## src/rtl/i2c_addr_pkg.sv

```systemverilog
package i2c_addr_pkg;
  typedef enum logic [1:0] {
    CAP_IDLE  = 2'd0,
    CAP_SHIFT = 2'd1,
    CAP_ACK   = 2'd2
  } cap_state_t;

  typedef struct packed {
    logic rd;
    logic wr;
    logic gc;
  } addr_hit_t;
endpackage

```

## src/rtl/bus_sync.sv

```systemverilog
module bus_sync #(
  parameter int STAGES = 2,
  parameter int LINES  = 2
) (
  input  logic             clk,
  input  logic             rst,
  input  logic [LINES-1:0] din,
  output logic [LINES-1:0] dout
);
  for (genvar i = 0; i < LINES; i++) begin : g_line
    logic [STAGES-1:0] chain;
    always_ff @(posedge clk) begin
      if (rst) chain <= '1;
      else     chain <= {chain[STAGES-2:0], din[i]};
    end
    assign dout[i] = chain[STAGES-1];
  end
endmodule

```

## src/rtl/bus_cond_det.sv

```systemverilog
module bus_cond_det (
  input  logic clk,
  input  logic rst,
  input  logic scl_s,
  input  logic sda_s,
  output logic start_c,
  output logic stop_c,
  output logic scl_rise,
  output logic scl_fall
);
  logic scl_q, sda_q;

  always_ff @(posedge clk) begin
    if (rst) begin
      scl_q <= 1'b1;
      sda_q <= 1'b1;
    end else begin
      scl_q <= scl_s;
      sda_q <= sda_s;
    end
  end

  // Data edges only count as framing while the clock stays high on both samples.
  assign start_c  = scl_s & scl_q & sda_q & ~sda_s;
  assign stop_c   = scl_s & scl_q & ~sda_q & sda_s;
  assign scl_rise = scl_s & ~scl_q;
  assign scl_fall = ~scl_s & scl_q;
endmodule

```

## src/rtl/addr_capture.sv

```systemverilog
module addr_capture
  import i2c_addr_pkg::*;
#(
  parameter int ADDR_W = 7
) (
  input  logic              clk,
  input  logic              rst,
  input  logic              start_c,
  input  logic              stop_c,
  input  logic              scl_rise,
  input  logic              scl_fall,
  input  logic              sda_s,
  input  logic [ADDR_W-1:0] own_addr,
  input  logic              gc_enable,
  input  logic              busy,
  output logic              sda_pull_low,
  output addr_hit_t         hit,
  output logic              rw_bit,
  output logic              start_pulse,
  output logic              stop_pulse
);
  localparam int BYTE_W = ADDR_W + 1;
  localparam int CNT_W  = $clog2(BYTE_W + 1);
  localparam int RSV_W  = 4;

  cap_state_t        state;
  logic [CNT_W-1:0]  bit_cnt;
  logic [BYTE_W-1:0] shreg;

  logic [ADDR_W-1:0] rx_addr;
  logic              rx_rw, is_gc, is_rsv, own_match, accept;
  addr_hit_t         next_hit;

  always_comb begin
    rx_addr   = shreg[BYTE_W-1:1];
    rx_rw     = shreg[0];
    is_gc     = (rx_addr == '0);
    is_rsv    = (rx_addr[ADDR_W-1 -: RSV_W] == '1);
    own_match = (rx_addr == own_addr) && !is_gc && !is_rsv;
    accept    = !busy && (own_match || (is_gc && gc_enable && !rx_rw));
    next_hit.rd = accept && own_match && rx_rw;
    next_hit.wr = accept && own_match && !rx_rw;
    next_hit.gc = accept && is_gc;
  end

  always_ff @(posedge clk) begin
    if (rst) begin
      state        <= CAP_IDLE;
      bit_cnt      <= '0;
      shreg        <= '0;
      sda_pull_low <= 1'b0;
      hit          <= '0;
      rw_bit       <= 1'b0;
      start_pulse  <= 1'b0;
      stop_pulse   <= 1'b0;
    end else begin
      start_pulse <= start_c;
      stop_pulse  <= stop_c;
      hit         <= '0;
      if (start_c) begin
        state        <= CAP_SHIFT;
        bit_cnt      <= '0;
        sda_pull_low <= 1'b0;
      end else if (stop_c) begin
        state        <= CAP_IDLE;
        bit_cnt      <= '0;
        sda_pull_low <= 1'b0;
      end else begin
        case (state)
          CAP_SHIFT: begin
            if (scl_rise && (bit_cnt < CNT_W'(BYTE_W))) begin
              shreg   <= {shreg[BYTE_W-2:0], sda_s};
              bit_cnt <= bit_cnt + 1'b1;
            end else if (scl_fall && (bit_cnt == CNT_W'(BYTE_W))) begin
              rw_bit <= rx_rw;
              hit    <= next_hit;
              if (accept) begin
                sda_pull_low <= 1'b1;
                state        <= CAP_ACK;
              end else begin
                state <= CAP_IDLE;
              end
            end
          end
          CAP_ACK: begin
            if (scl_fall) begin
              sda_pull_low <= 1'b0;
              state        <= CAP_IDLE;
            end
          end
          default: state <= CAP_IDLE;
        endcase
      end
    end
  end
endmodule

```

## src/rtl/i2c_addr_snoop.sv

```systemverilog
module i2c_addr_snoop
  import i2c_addr_pkg::*;
#(
  parameter int ADDR_W      = 7,
  parameter int SYNC_STAGES = 2
) (
  input  logic              clk,
  input  logic              rst,
  input  logic              scl_in,
  input  logic              sda_in,
  input  logic [ADDR_W-1:0] own_addr,
  input  logic              gc_enable,
  input  logic              busy,
  output logic              sda_pull_low,
  output logic              rd_hit,
  output logic              wr_hit,
  output logic              gc_hit,
  output logic              rw_bit,
  output logic              start_pulse,
  output logic              stop_pulse
);
  logic [1:0] line_s;
  logic       start_c, stop_c, scl_rise, scl_fall;
  addr_hit_t  hit;

  bus_sync #(.STAGES(SYNC_STAGES), .LINES(2)) u_sync (
    .clk  (clk),
    .rst  (rst),
    .din  ({scl_in, sda_in}),
    .dout (line_s)
  );

  bus_cond_det u_cond (
    .clk      (clk),
    .rst      (rst),
    .scl_s    (line_s[1]),
    .sda_s    (line_s[0]),
    .start_c  (start_c),
    .stop_c   (stop_c),
    .scl_rise (scl_rise),
    .scl_fall (scl_fall)
  );

  addr_capture #(.ADDR_W(ADDR_W)) u_cap (
    .clk          (clk),
    .rst          (rst),
    .start_c      (start_c),
    .stop_c       (stop_c),
    .scl_rise     (scl_rise),
    .scl_fall     (scl_fall),
    .sda_s        (line_s[0]),
    .own_addr     (own_addr),
    .gc_enable    (gc_enable),
    .busy         (busy),
    .sda_pull_low (sda_pull_low),
    .hit          (hit),
    .rw_bit       (rw_bit),
    .start_pulse  (start_pulse),
    .stop_pulse   (stop_pulse)
  );

  assign rd_hit = hit.rd;
  assign wr_hit = hit.wr;
  assign gc_hit = hit.gc;
endmodule

```

## config.mk

```make
export PLATFORM = sky130hd
export DESIGN_NAME = i2c_addr_snoop
export DESIGN_NICKNAME = d
export VERILOG_FILES = /design/src/rtl/i2c_addr_pkg.sv /design/src/rtl/bus_sync.sv /design/src/rtl/bus_cond_det.sv /design/src/rtl/addr_capture.sv /design/src/rtl/i2c_addr_snoop.sv
export SDC_FILE = /design/constraint.sdc
export NUM_CORES = 1
export LEC_CHECK = 0
export BUFFER_PORTS_ARGS = -buffer_cell sky130_fd_sc_hd__buf_2
export CAP_MARGIN = 20
export CORE_UTILIZATION = 25
export DETAILED_ROUTE_END_ITERATION = 7
export HOLD_SLACK_MARGIN = 0.03
export SYNTH_ARGS = -nofsm -noshare
export SYNTH_HDL_FRONTEND = slang
export SYNTH_SLANG_ARGS = --single-unit
```

## constraint.sdc

```tcl
create_clock -name clk -period 1.48 [get_ports clk]
set_input_delay 0.222 -clock clk [delete_from_list [all_inputs] [get_ports clk]]
set_output_delay 0.222 -clock clk [all_outputs]
set_load 0.02 [all_outputs]
```

==> results by group, run 1 <==
STA
  • Setup Skew: 2.856 ps
  • Pins Over Slew Limit: 0
  • Post-route worst setup slack: 172.4 ps
  • Worst-Margin Slew: 432.3 ps
  • RSZ-0062 raised after global routing: false
  • Final setup violation count: 0
  • Worst slew margin: 71.05%
  • Ratio of final minimum period to clock period: 88.35%
  • Minimum clock period: 1308 ps
  • Setup TNS: 0 ps
  • Hold violation count in the final report: 0
  • Max Freq: 764.8 MHz

Synthesis
  • Mapped Area: 0.001154 sq mm
  • Avg Cell Area, Syn: 9.694 sq um
  • Synth top cells by count: dfxtp_1 (27), nor2_1 (18), mux2i_1 (9)
  • Synth area leader: dfxtp_1
  • Sequential area share after synthesis: 46.85%
  • EDFF count, synth: 0
  • Seq cells post-synth: 27
  • FFs w/ async S/R, synth: 0%
  • Yosys warns: 0
  • Most frequent cell after synthesis: dfxtp_1
  • Post-Syn Instances: 119
  • Main synth FF type: dfxtp_1
  • Largest cells by area after synthesis: dfxtp_1 (47%), mux2i_1 (7.8%), nor2_1 (5.9%)
  • Post-synth top area share: 46.85%
  • Post-synth cell types: 32
  • Syn_nets: 134

Place
  • DP Worst Slack: 128.4 ps
  • Hpwl dp: 1604 um
  • I/O Buffers: 19
  • RePlAce Congestion: 0.7642
  • Placed cell area: 0.001323 sq mm

Worst setup path
  • R2R cell count: 4
  • Worst Setup EP: u_cap.state[1]$_SDFFE_PP0P_
  • Worst R2R Start: u_cap.shreg[4]$_SDFFE_PP0N_
  • Startpoint Class: flip-flop
  • CP required: 1700 ps
  • Setup crit start: u_cap.shreg[4]$_SDFFE_PP0N_
  • Critical path class: flip-flop to flip-flop
  • CP endpoint kind: flip-flop
  • WP data arrival: 1530 ps
  • Flop2flop setup slack: 170 ps
  • Critical path's slowest cell: nor4_1
  • Reg-to-Reg End: u_cap.state[1]$_SDFFE_PP0P_
  • Crit-path cells: nor4_1 > nand4_1 > nor2b_1 > a21oi_2
  • Critical path peak fanout: 5
  • Slowest stage delay, CP: 370 ps

Die
  • Die span in y: 69.93 um
  • Core ar.: 0.004384 sq mm
  • Number of cell rows: 24
  • Die area: 0.004890 sq mm
  • Initial Util: 26.31%
  • Die W: 69.93 um
  • # IOs: 20

Run status
  • Status: completed

Cells and area
  • Diode count: 0
  • Final Cell Area: 0.001384 sq mm
  • Total Nets Final: 157
  • Fill cells: 464
  • Layout cell share with drive strength beyond 1: 27.66%
  • Syn-to-layout area delta: 19.96%
  • Area of the multi-input gates: 595.6 sq um
  • Register area: 540.5 sq um

Clocking
  • Root Buffer: clkbuf_8
  • CTS Hold Bufs: 0
  • Skew-Pair Late Insertion Delay: 280 ps
  • Clock Sinks: 27
  • Clk buf depth: 2
  • Setup bufs post-CTS: 0
  • Clock transition at path regs: 90 ps
  • CTS-repair resized insts: 0
  • CTS tree: done
  • Number of H-tree levels: 1
  • CTS Buf Count: 3

Run
  • Max Cap Viol: 0

Pwr
  • Cell Pwr Density: 902.4 mW/mm^2
  • Leak: 0.0005704 uW
  • Max rail drop VDD: 0.0003657 V

Global route
  • Largest net degree at the start of global routing: 17
  • Number of global-route vias before repair: 808
  • Gr ovfl total: 0
  • Antenna violations before repair: 0
  • First-pass GRT wire length: 3650 um
  • Total global-route track usage: 9.717%

Min path
  • Hold Startpoint: sda_in
  • HP Class: input port to flip-flop

Drt
  • Remaining antenna violation count after routing: 0
  • Total number of vias: 872
  • Router iterations before antenna repair: 4
  • Final wirelength: 2113 um
  • Via/cell ratio: 4.518
  • Initial drt markers: 26
  • Routed length per placed instance: 10.95 um
  • DRC errors left: 0
==> flip-flops by register name, indices dropped and copies added, names as in the netlist <==
signal and count:
u_cap.bit_cnt 4, u_cond.scl_q 1, u_cap.stop_pulse 1, u_cap.start_pulse 1, u_cap.hit 3, u_cap.state 2, u_sync.g_line.chain 4, u_cap.shreg 8
u_cap.rw_bit 1, u_cond.sda_q 1, u_cap.sda_pull_low 1
==> worst min-delay path by stage <==
stage	endpoint	slack, ps	cells after the start
2_1_floorplan	u_sync.g_line[0].chain[0]$_SDFF_PP1_	330	1
3_3_place_gp	u_sync.g_line[0].chain[1]$_SDFF_PP1_	390	1
3_5_place_dp	u_sync.g_line[0].chain[1]$_SDFF_PP1_	400	1
4_1_cts	u_sync.g_line[0].chain[0]$_SDFF_PP1_	100	2
5_1_grt	u_sync.g_line[1].chain[0]$_SDFF_PP1_	100	2
6_report	u_sync.g_line[0].chain[0]$_SDFF_PP1_	120	2
==> layout by cell type (no fill, tap or decap), drive strengths merged <==
cell and count:
nand4b 1, o21bai 1, mux2i 9, buf 21, clkinvlp 1, nor2b 4, nand2 6, a21boi 1
dfxtp 27, nor2 19, nand3 2, ha 2, or2b 1, clkbuf 3, xor2 7, and2b 1
or2 6, o21ai 4, nand2b 3, a31o 1, a31oi 2, nor4b 3, a41oi 1, nand4 3
inv 3, xnor2 1, a21oi 1, nor3 4, nor4 3
==> metal layers <==
layer / global-route usage (%) / vias up / part of all wire (%)
met3: 2.597 / 6 / 3.0
met5: 0 / - / 0
met4: 7.333 / 0 / 3.7
met1: 12.66 / 399 / 50
li1: - / 453 / -
met2: 13.57 / 14 / 43
==> power breakdown <==
| group | switching [uW] | internal [uW] | total (uW) |
|---|---|---|---|
| clock network | 237 | 192 | 429 |
| logic | 39.5 | 37.6 | 77.1 |
| registers | 7.46 | 735 | 743 |
| total | 284 | 964 | 1250 |
==> cell families (layout without fill, tap and decap cells) <==
family,after synthesis,in the layout,share of synthesized area [%]
multiplexers,9,9,7.809
buffers and inverters,6,28,2.603
AO/OA/AOI/OAI,11,11,6.399
XOR/XNOR,8,8,6.074
adder cells (fa/ha/maj),2,2,2.169
AND/OR/NAND/NOR,56,56,28.09
flip-flops,27,27,46.85
==> through the flow <==
step                hold slack [ps]  std cells  total power [uW]  util, %
floorplan                     325.8        119             804.6        -
global placement              394.0        189             835.0    30.17
detailed placement            398.1        189             835.6    30.17
CTS                           103.8        193              1270    31.28
global route                  102.3        193              1311    31.56
finish                        115.5        193              1249    31.56
==> critical path, delay by kind of cell, from the launching register on <==
family	cells	cell delay, ps
compound gates	1	120
simple gates	3	770
flops	1	360
==> area by class of cell <==
type                    instances  share of cell area (%)
clock buffers                   3                   2.984
clock inverters                 1                  0.5425
inverters                       3                  0.8137
multi-input cells              86                   43.04
flip-flops and latches         27                   39.06
well taps                      52                   4.702
repair buffers                 21                   8.861
Note: power is estimated with default switching activity, not from simulation.
==> run 2, diff against run 1 <==
clock period = 1.45 ns   (was 1.48 ns; I/O delays follow)
==> run 2 against run 1 <==
Non-clock buffer count did not move; worst hold slack got worse by 4.5 ps; global-route usage unchanged; critical path type unchanged.
==> results by group, run 2 (synthesis results as in run 1) <==
STA
  • Worst slew margin: 71.05% (unchanged)
  • Hold WS: 111.0 ps (-4.500 ps)
  • Setup TNS: 0 ps (unchanged)
  • Setup Skew: 2.856 ps (unchanged)
  • Ratio of final minimum period to clock period: 90.08% (+1.7 points)
  • RSZ-0062 raised after global routing: false
  • Max Freq: 765.6 MHz (+0.11%)
  • Hold violation count in the final report: 0 (unchanged)
  • Final setup violation count: 0 (unchanged)
  • Pins Over Slew Limit: 0 (unchanged)
  • Worst-Margin Slew: 432.3 ps (unchanged)
  • Minimum clock period: 1306 ps (-1.411 ps)

Place
  • I/O Buffers: 19 (unchanged)
  • RePlAce Congestion: 0.7643 (about the same)
  • Hpwl dp: 1604 um (unchanged)
  • Placed insts: 189 (unchanged)

Die
  • Initial Util: 26.31% (unchanged)
  • Die area: 0.004890 sq mm (unchanged)
  • Die W: 69.93 um (unchanged)
  • # IOs: 20 (unchanged)
  • Core ar.: 0.004384 sq mm (unchanged)
  • Die span in y: 69.93 um (unchanged)
  • Number of cell rows: 24 (unchanged)

Clocking
  • Setup bufs post-CTS: 0 (unchanged)
  • CTS Hold Bufs: 0 (unchanged)
  • Skew-Pair Late Insertion Delay: 280 ps (about the same)
  • Number of H-tree levels: 1 (unchanged)
  • Clock transition at path regs: 90 ps (about the same)
  • Clk buf depth: 2 (unchanged)
  • Clock Sinks: 27 (unchanged)
  • CTS Buf Count: 3 (unchanged)
  • CTS tree: done
  • Root Buffer: clkbuf_8

Drt
  • Router iterations before antenna repair: 4 (unchanged)
  • Initial drt markers: 22 (-15%)
  • Total number of vias: 873 (+0.11%)
  • Final wirelength: 2109 um (-0.19%)
  • Via/cell ratio: 4.523 (+0.11%)
  • Routed length per placed instance: 10.93 um (-0.19%)
  • DRC errors left: 0 (unchanged)
  • Remaining antenna violation count after routing: 0 (unchanged)

Cells and area
  • Diode count: 0 (unchanged)
  • Commonest non-fill, non-tap cell in the layout: dfxtp_1
  • Largest register FFs: 8 (unchanged)
  • Top reg by flops: u_cap.shreg
  • Layout Cells excl Fill: 193 (unchanged)
  • Most frequent cells in the layout: dfxtp_1 (27), buf_2 (19), nor2_1 (18)
  • Top flop regs: u_cap.shreg (8), u_cap.bit_cnt (4), u_sync.g_line.chain (4)
  • Fin util: 31.56% (unchanged)
  • Syn-to-layout area delta: 19.96% (unchanged)
  • Layout cell share with drive strength beyond 1: 27.66% (unchanged)
  • Total Nets Final: 157 (unchanged)

Worst setup path
  • Critical path peak fanout: 5 (unchanged)
  • R2R cell count: 4 (unchanged)
  • Critical path class: flip-flop to flip-flop
  • CP endpoint kind: flip-flop
  • Startpoint Class: flip-flop
  • Worst R2R Start: u_cap.shreg[4]$_SDFFE_PP0N_
  • Critical path's slowest cell: nor4_1
  • Reg-to-Reg End: u_cap.state[1]$_SDFFE_PP0P_
  • WP data arrival: 1530 ps (about the same)
  • CP required: 1670 ps (-30 ps)
  • Crit-path cells: nor4_1 > nand4_1 > nor2b_1 > a21oi_2
  • Flop2flop setup slack: 140 ps (-30 ps)
  • Slowest stage delay, CP: 370 ps (about the same)

Pwr
  • Total power: 1275 uW (+2.1%)
  • Leak: 0.0005704 uW (about the same)
  • Cell Pwr Density: 921.0 mW/mm^2 (+2.1%)
  • Max rail drop VDD: 0.0003733 V (+2.1%)

Global route
  • Number of global-route vias before repair: 808 (unchanged)
  • Largest net degree at the start of global routing: 17 (unchanged)
  • Antenna violations before repair: 0 (unchanged)
  • Gr ovfl total: 0 (unchanged)
  • Total global-route track usage: 9.717% (unchanged)
  • First-pass GRT wire length: 3650 um (unchanged)

Run status
  • Status: completed

Min path
  • Hold EP: u_sync.g_line[0].chain[0]$_SDFF_PP1_
  • HP Class: input port to flip-flop
  • Hold Startpoint: sda_in
  • Hold Path Depth: 2 (unchanged)

Run
  • Max Cap Viol: 0 (unchanged)
-- run 2: cell counts in the layout (fill, tap and decap cells not counted) --
No cell type changed its count.
-- run 2: critical path: cells and delay by family, from the launching register on --
kind,cells,cell delay (ps)
AOI/OAI and AO/OA,1,120
DFF,1,360
and+or+nand+nor,3,770
-- run 2: what timing repair did --
action	CTS	global route
setup endpoints to repair	0	3
endpoints found under the hold margin	0	0
gates resized for setup	0	2
-- run 2: routing by layer --
layer | vias up | share of wire (%) | global-route usage [%]
met5 | - | 0 | 0
met1 | 398 | 50 | 12.66
met3 | 6 | 3.1 | 2.597
met4 | 0 | 3.7 | 7.333
li1 | 453 | - | -
met2 | 16 | 43 | 13.57
-- run 2: worst max path at each step --
stage / to / slack (ps) / start / cells past startpoint
after CTS: u_cap.sda_pull_low$_SDFFE_PP0P_ / 80 / u_cap.shreg[4]$_SDFFE_PP0N_ / 4
after global placement: u_cap.sda_pull_low$_SDFFE_PP0P_ / 130 / u_cap.shreg[4]$_SDFFE_PP0N_ / 4
after global routing: u_cap.sda_pull_low$_SDFFE_PP0P_ / 0.2 / u_cap.shreg[6]$_SDFFE_PP0N_ / 5
after detailed placement: u_cap.sda_pull_low$_SDFFE_PP0P_ / 100 / u_cap.shreg[4]$_SDFFE_PP0N_ / 4
final: u_cap.state[1]$_SDFFE_PP0P_ / 140 / u_cap.shreg[4]$_SDFFE_PP0N_ / 4
after floorplan: u_cap.shreg[0]$_SDFFE_PP0N_ / 210 / u_cap.state[1]$_SDFFE_PP0P_ / 5
-- run 2: cell type report --
type	instances	area, sq um
clock buffers	3	41.29
clock inverters	1	7.507
fillers	464	3000
inverters	3	11.26
multi-input cells	86	595.6
flip-flops and latches	27	540.5
well taps	52	65.06
repair buffers	21	122.6
-- run 2: power by group --
group | total (uW) | internal, uW | switching [uW]
registers | 758 | 750 | 7.61
logic | 78.7 | 38.4 | 40.3
clock network | 438 | 195 | 242
-- run 2: per-stage QoR --
stage / cell area, sq um / setup slack (ps)
final: 1384 / 143.8
after global routing: 1384 / 0.1803
after CTS: 1371 / 76.54
after detailed placement: 1323 / 98.37
after global placement: 1323 / 131.7
after floorplan: 1154 / 205.7
